### config.mk
export PLATFORM = sky130hd
export DESIGN_NAME = hdlc_len_limiter
export DESIGN_NICKNAME = d
export VERILOG_FILES = /design/src/rtl/hdlc_len_pkg.sv /design/src/rtl/hdlc_len_budget.sv /design/src/rtl/hdlc_len_tally.sv /design/src/rtl/hdlc_len_gate.sv /design/src/rtl/hdlc_len_limiter.sv
export SDC_FILE = /design/constraint.sdc
export NUM_CORES = 1
export LEC_CHECK = 0
export CORE_MARGIN = 2
export CORE_UTILIZATION = 46
export DETAILED_ROUTE_END_ITERATION = 16
export PLACE_DENSITY_LB_ADDON = 0.15
export SYNTH_ARGS = -nofsm -noshare
export SYNTH_HDL_FRONTEND = slang
export SYNTH_SLANG_ARGS = --single-unit
### constraint.sdc
create_clock -name clk -period 1.6 [get_ports clk]
set_input_delay 0.32 -clock clk [delete_from_list [all_inputs] [get_ports clk]]
set_output_delay 0.32 -clock clk [all_outputs]
set_load 0.02 [all_outputs]
### src/rtl/hdlc_len_pkg.sv
package hdlc_len_pkg;

  typedef enum logic [1:0] {
    BYTE_NONE = 2'd0,
    BYTE_KEEP = 2'd1,
    BYTE_DROP = 2'd2
  } byte_disp_e;

endpackage

### src/rtl/hdlc_len_budget.sv
module hdlc_len_budget #(
  parameter int CNT_W = 16
) (
  input  logic             clk,
  input  logic             rst,
  input  logic             load,
  input  logic [CNT_W-1:0] load_val,
  input  logic             dec,
  output logic             zero
);

  logic [CNT_W-1:0] cnt_q;

  always_ff @(posedge clk) begin
    if (rst) begin
      cnt_q <= '0;
    end else if (load) begin
      cnt_q <= load_val;
    end else if (dec && (cnt_q != '0)) begin
      cnt_q <= cnt_q - 1'b1;
    end
  end

  assign zero = (cnt_q == '0);

  AST_BUDGET_FLOOR: assert property (@(posedge clk) disable iff (rst)
    (zero && !load) |=> zero);

endmodule

### src/rtl/hdlc_len_tally.sv
module hdlc_len_tally #(
  parameter int LEN_W = 16
) (
  input  logic             clk,
  input  logic             rst,
  input  logic             clr,
  input  logic             inc,
  output logic [LEN_W-1:0] len
);

  localparam logic [LEN_W-1:0] LEN_MAX = {LEN_W{1'b1}};

  logic [LEN_W-1:0] len_q;

  always_ff @(posedge clk) begin
    if (rst) begin
      len_q <= '0;
    end else if (clr) begin
      len_q <= '0;
    end else if (inc && (len_q != LEN_MAX)) begin
      len_q <= len_q + 1'b1;
    end
  end

  assign len = len_q;

  AST_LEN_SATURATE: assert property (@(posedge clk) disable iff (rst)
    (len_q == LEN_MAX && !clr) |=> (len_q == LEN_MAX));

  AST_LEN_MONOTONIC: assert property (@(posedge clk) disable iff (rst)
    !clr |=> (len_q >= $past(len_q)));

endmodule

### src/rtl/hdlc_len_gate.sv
module hdlc_len_gate
  import hdlc_len_pkg::*;
(
  input  logic       clk,
  input  logic       rst,
  input  logic       sof,
  input  logic       eof,
  input  logic       vld,
  input  logic       budget_zero,
  output byte_disp_e disp,
  output logic       close,
  output logic       in_frame,
  output logic       over
);

  logic in_frame_q;
  logic over_q;
  logic take;

  assign take  = vld && in_frame_q && !sof && !eof;
  assign close = eof && in_frame_q;

  always_comb begin
    if (!take) begin
      disp = BYTE_NONE;
    end else if (!over_q && !budget_zero) begin
      disp = BYTE_KEEP;
    end else begin
      disp = BYTE_DROP;
    end
  end

  always_ff @(posedge clk) begin
    if (rst) begin
      in_frame_q <= 1'b0;
      over_q     <= 1'b0;
    end else begin
      if (sof) begin
        in_frame_q <= 1'b1;
        over_q     <= 1'b0;
      end else begin
        if (eof) begin
          in_frame_q <= 1'b0;
        end
        if (disp == BYTE_DROP) begin
          over_q <= 1'b1;
        end
      end
    end
  end

  assign in_frame = in_frame_q;
  assign over     = over_q;

  AST_NO_KEEP_AFTER_OVER: assert property (@(posedge clk) disable iff (rst)
    (over_q && !sof) |-> (disp != BYTE_KEEP));

  AST_IDLE_NO_BYTES: assert property (@(posedge clk) disable iff (rst)
    !in_frame_q |-> (disp == BYTE_NONE));

endmodule

### src/rtl/hdlc_len_limiter.sv
module hdlc_len_limiter
  import hdlc_len_pkg::*;
#(
  parameter int LEN_W  = 16,
  parameter int DATA_W = 8
) (
  input  logic              clk,
  input  logic              rst,
  input  logic [LEN_W-1:0]  cfg_max_len,
  input  logic              sof_i,
  input  logic              eof_i,
  input  logic              byte_vld_i,
  input  logic [DATA_W-1:0] byte_i,
  output logic              byte_out_vld,
  output logic [DATA_W-1:0] byte_out,
  output logic              rpt_vld,
  output logic [LEN_W-1:0]  rpt_len,
  output logic              rpt_too_long
);

  byte_disp_e       disp;
  logic             close;
  logic             in_frame;
  logic             over;
  logic             budget_zero;
  logic [LEN_W-1:0] len;

  hdlc_len_gate u_gate (
    .clk         (clk),
    .rst         (rst),
    .sof         (sof_i),
    .eof         (eof_i),
    .vld         (byte_vld_i),
    .budget_zero (budget_zero),
    .disp        (disp),
    .close       (close),
    .in_frame    (in_frame),
    .over        (over)
  );

  hdlc_len_budget #(.CNT_W(LEN_W)) u_budget (
    .clk      (clk),
    .rst      (rst),
    .load     (sof_i),
    .load_val (cfg_max_len),
    .dec      (disp == BYTE_KEEP),
    .zero     (budget_zero)
  );

  hdlc_len_tally #(.LEN_W(LEN_W)) u_tally (
    .clk (clk),
    .rst (rst),
    .clr (sof_i),
    .inc (disp != BYTE_NONE),
    .len (len)
  );

  always_ff @(posedge clk) begin
    if (rst) begin
      byte_out_vld <= 1'b0;
      byte_out     <= '0;
      rpt_vld      <= 1'b0;
      rpt_len      <= '0;
      rpt_too_long <= 1'b0;
    end else begin
      byte_out_vld <= (disp == BYTE_KEEP);
      if (disp == BYTE_KEEP) begin
        byte_out <= byte_i;
      end
      rpt_vld <= close;
      if (close) begin
        rpt_len      <= len;
        rpt_too_long <= over;
      end
    end
  end

  AST_OUT_NEEDS_FRAME: assert property (@(posedge clk) disable iff (rst)
    !in_frame |=> !byte_out_vld);

  AST_RPT_SINGLE: assert property (@(posedge clk) disable iff (rst)
    !eof_i |=> !rpt_vld);

  AST_LONG_NONZERO: assert property (@(posedge clk) disable iff (rst)
    (rpt_vld && rpt_too_long) |-> (rpt_len != '0));

endmodule

==> qor.txt <==
r2r endpoint = u_budget.cnt_q[3]
CTS tree = done
core region area = 5890 um^2
Routed Antenna Nets = 0
setup slack, reg-to-reg = -0.09 ns
area leader, netlist = dfxtp_1
min cycle time layout = 1.69 ns
io pins = 56
largest net degree at the start of global routing = 17
root buffer selected by CTS = clkbuf_8
total negative slack = -0.509 ns
CP required = 1.81 ns
sequential share of the synthesized area = 0.439
initial core utilization = 0.473
port buffer count = 55
Max Cap Viol = 0
status = complete, but fails checks
count of flip-flops with a built-in enable after synthesis = 0
yosys warns = 0
failing checks = setup timing
number of hold buffers added after cts = 0
CP Data Arrival Time = 1.90 ns
synthesized instance count = 338
gr ovfl total = 0
total CTS buffers = 9
setup violators final = 15
layout cells sized above 1 = 0.320
Post-DP Area = 3800 um^2
crit-path max FO = 3
final worst path period share = 1.06
Die Y = 81.8 um
starting DRC count in detailed routing = 166
syn nets = 369
Crit Reg-Reg Startpoint = u_budget.cnt_q[1]
worst setup path start = u_budget.cnt_q[1]
overall power = 3.53 mW
die area = 6690 um^2
total track usage = 0.247
ys flop type = dfxtp_1
Clock Sinks = 61
Reg2Reg Depth = 7
Total Routed Length = 8490 um
Slew @ Worst Pin = 0.414 ns
pre-CTS setup slack = -0.589 ns
Crit. End Element = flop
die width = 81.8 um
first-pass GRT wire length = 12700 um
RSZ-0062 raised after global routing = true
Synth Register Bits = 61
Max H-tree Level = 3
# diodes = 0
Clk pin slew, worst setup/hold paths = 0.08 ns
via/cell ratio = 5.52
# DRC = 0
drt first pass iters = 4
Commonest cells post-synth = 71 x nand2_1, 61 x dfxtp_1, 40 x a21oi_1
f_max = 591 MHz
WS Path Type = flop to flop
end of the critical path = u_budget.cnt_q[3]
max_slew headroom = 0.721
Final Hold Violating Endpoints = 0
routed via count = 2948
LEAKAGE = 1.79 nW
Pwr Density = 805 nW/um^2
startpoint types = flop
cell with the most instances after synthesis = nand2_1
final worst-path setup slack = -0.0917 ns
worst vdd ir = 491 uV
top-area cell type share of the netlist area = 0.439
Avg Inst Size Synth = 8.24 um^2
clock buffer depth = 2
dpl hpwl = 5380 um
Filler cells = 429
antenna violations before repair = 0
Final Cell Area = 4380 um^2
min-delay worst type = flop to flop
WL per Instance = 15.9 um
mapped cell area = 2780 um^2
worst skew pair latency = 0.34 ns
Final Max Tran Viols = 0
area growth from synthesis to layout = 57.3%
WHS Path Cells = 2
Final GP Congestion = 0.883
library cells used by synthesis = 57
vias in the first global route = 2849
Setup Skew = 0.00729 ns
Min Hold Slack = 0.451 ns
Nets = 485
row count = 28
top post-synthesis cells by area = dfxtp_1 44%, nand2_1 9.6%, a21oi_1 7.2%, nor2_1 4.6%, xnor2_1 3.8%
Synth async-reset ratio = 0
==> sequential cells by signal, summed over array words and instances (netlist names) <==
| signal | count |
|---|---|
| rpt_len | 16 |
| u_budget.cnt_q | 16 |
| u_tally.len | 16 |
| byte_out | 8 |
| byte_out_vld | 1 |
| rpt_too_long | 1 |
| rpt_vld | 1 |
| u_gate.in_frame | 1 |
| u_gate.over | 1 |
==> cell type report <==
class / count / area [um^2] / share of cell area
tap: 75 / 93.8 / 0.0214
inverter: 11 / 41.3 / 0.00943
timing repair buffer: 121 / 1060 / 0.242
clock buffer: 10 / 138 / 0.0314
multi-input combinational: 250 / 1760 / 0.401
clock inverter: 6 / 61.3 / 0.0140
sequential: 61 / 1230 / 0.281
==> repair_timing <==
| item | in CTS | in global routing |
|---|---|---|
| gates cloned | 1 | 0 |
| pin swaps | 13 | 38 |
| setup endpoints to repair | 54 | 44 |
| gates resized for setup | 46 | 56 |
| buffers inserted | 3 | 7 |
==> metal layers <==
metal,vias up,GRT usage,routed length [um]
li1,1430,-,-
met1,1411,0.294,3570
met2,95,0.435,4430
met3,12,0.0516,421
met4,0,0.0900,82
met5,-,0,0
==> cell usage in the layout, fill, tap and decap left out, types with 3 or more instances in the layout <==
cell	instances
inv_1	8
dfxtp_1	52
clkbuf_8	10
clkdlybuf4s50_1	26
nor4_4	7
a21oi_2	8
nand4_1	7
xnor2_1	11
xor2_1	3
clkinv_2	3
nor3_2	4
dfxtp_2	9
a31oi_1	3
nand2_4	3
nand2_2	4
dlymetal6s2s_1	8
a21oi_1	31
a211oi_2	3
dlygate4sd2_1	21
nand2_1	64
nor2_1	31
buf_6	5
buf_4	61
nand3_1	6
==> worst max-delay path: stages (launching register included) <==
cell,delay (ns)
dfxtp_1,0.34
inv_2,0.05
ha_4,0.16
nor3b_4,0.15
buf_4,0.15
and4_4,0.18
o311ai_0,0.38
a31oi_1,0.14
==> worst min path at each step <==
| stage | from | end |
|---|---|---|
| after floorplan | u_tally.len[6] | rpt_len[6] |
| after global placement | byte_out[6] | byte_out[6] |
| after detailed placement | rpt_len[12] | rpt_len[12] |
| after CTS | byte_out[3] | byte_out[3] |
| after global routing | rpt_len[5] | rpt_len[5] |
| final | rpt_len[3] | rpt_len[3] |
==> power breakdown <==
| part | total, mW | leakage, nW | switching (mW) | internal [mW] |
|---|---|---|---|---|
| sequential | 1.59 | 0.499 | 0.0417 | 1.55 |
| combinational | 0.528 | 1.19 | 0.260 | 0.267 |
| clock | 1.40 | 0.102 | 0.646 | 0.759 |
| total | 3.53 | 1.79 | 0.948 | 2.58 |
==> through the flow <==
stage | utilization | std cells
2_1_floorplan | - | 338
3_3_place_gp | 0.646 | 507
3_5_place_dp | 0.646 | 507
4_1_cts | 0.702 | 527
5_1_grt | 0.744 | 534
6_report | 0.744 | 534
==> kinds of logic after synthesis <==
kind of cell,count (synthesis),share of synthesized area
buf+inv,27,0.0427
mux,2,0.00719
compound gates,79,0.190
xor+xnor,15,0.0472
fa+ha+maj,2,0.00899
flops,61,0.439
simple gates,152,0.266
Note: power is estimated with default switching activity, not from simulation.
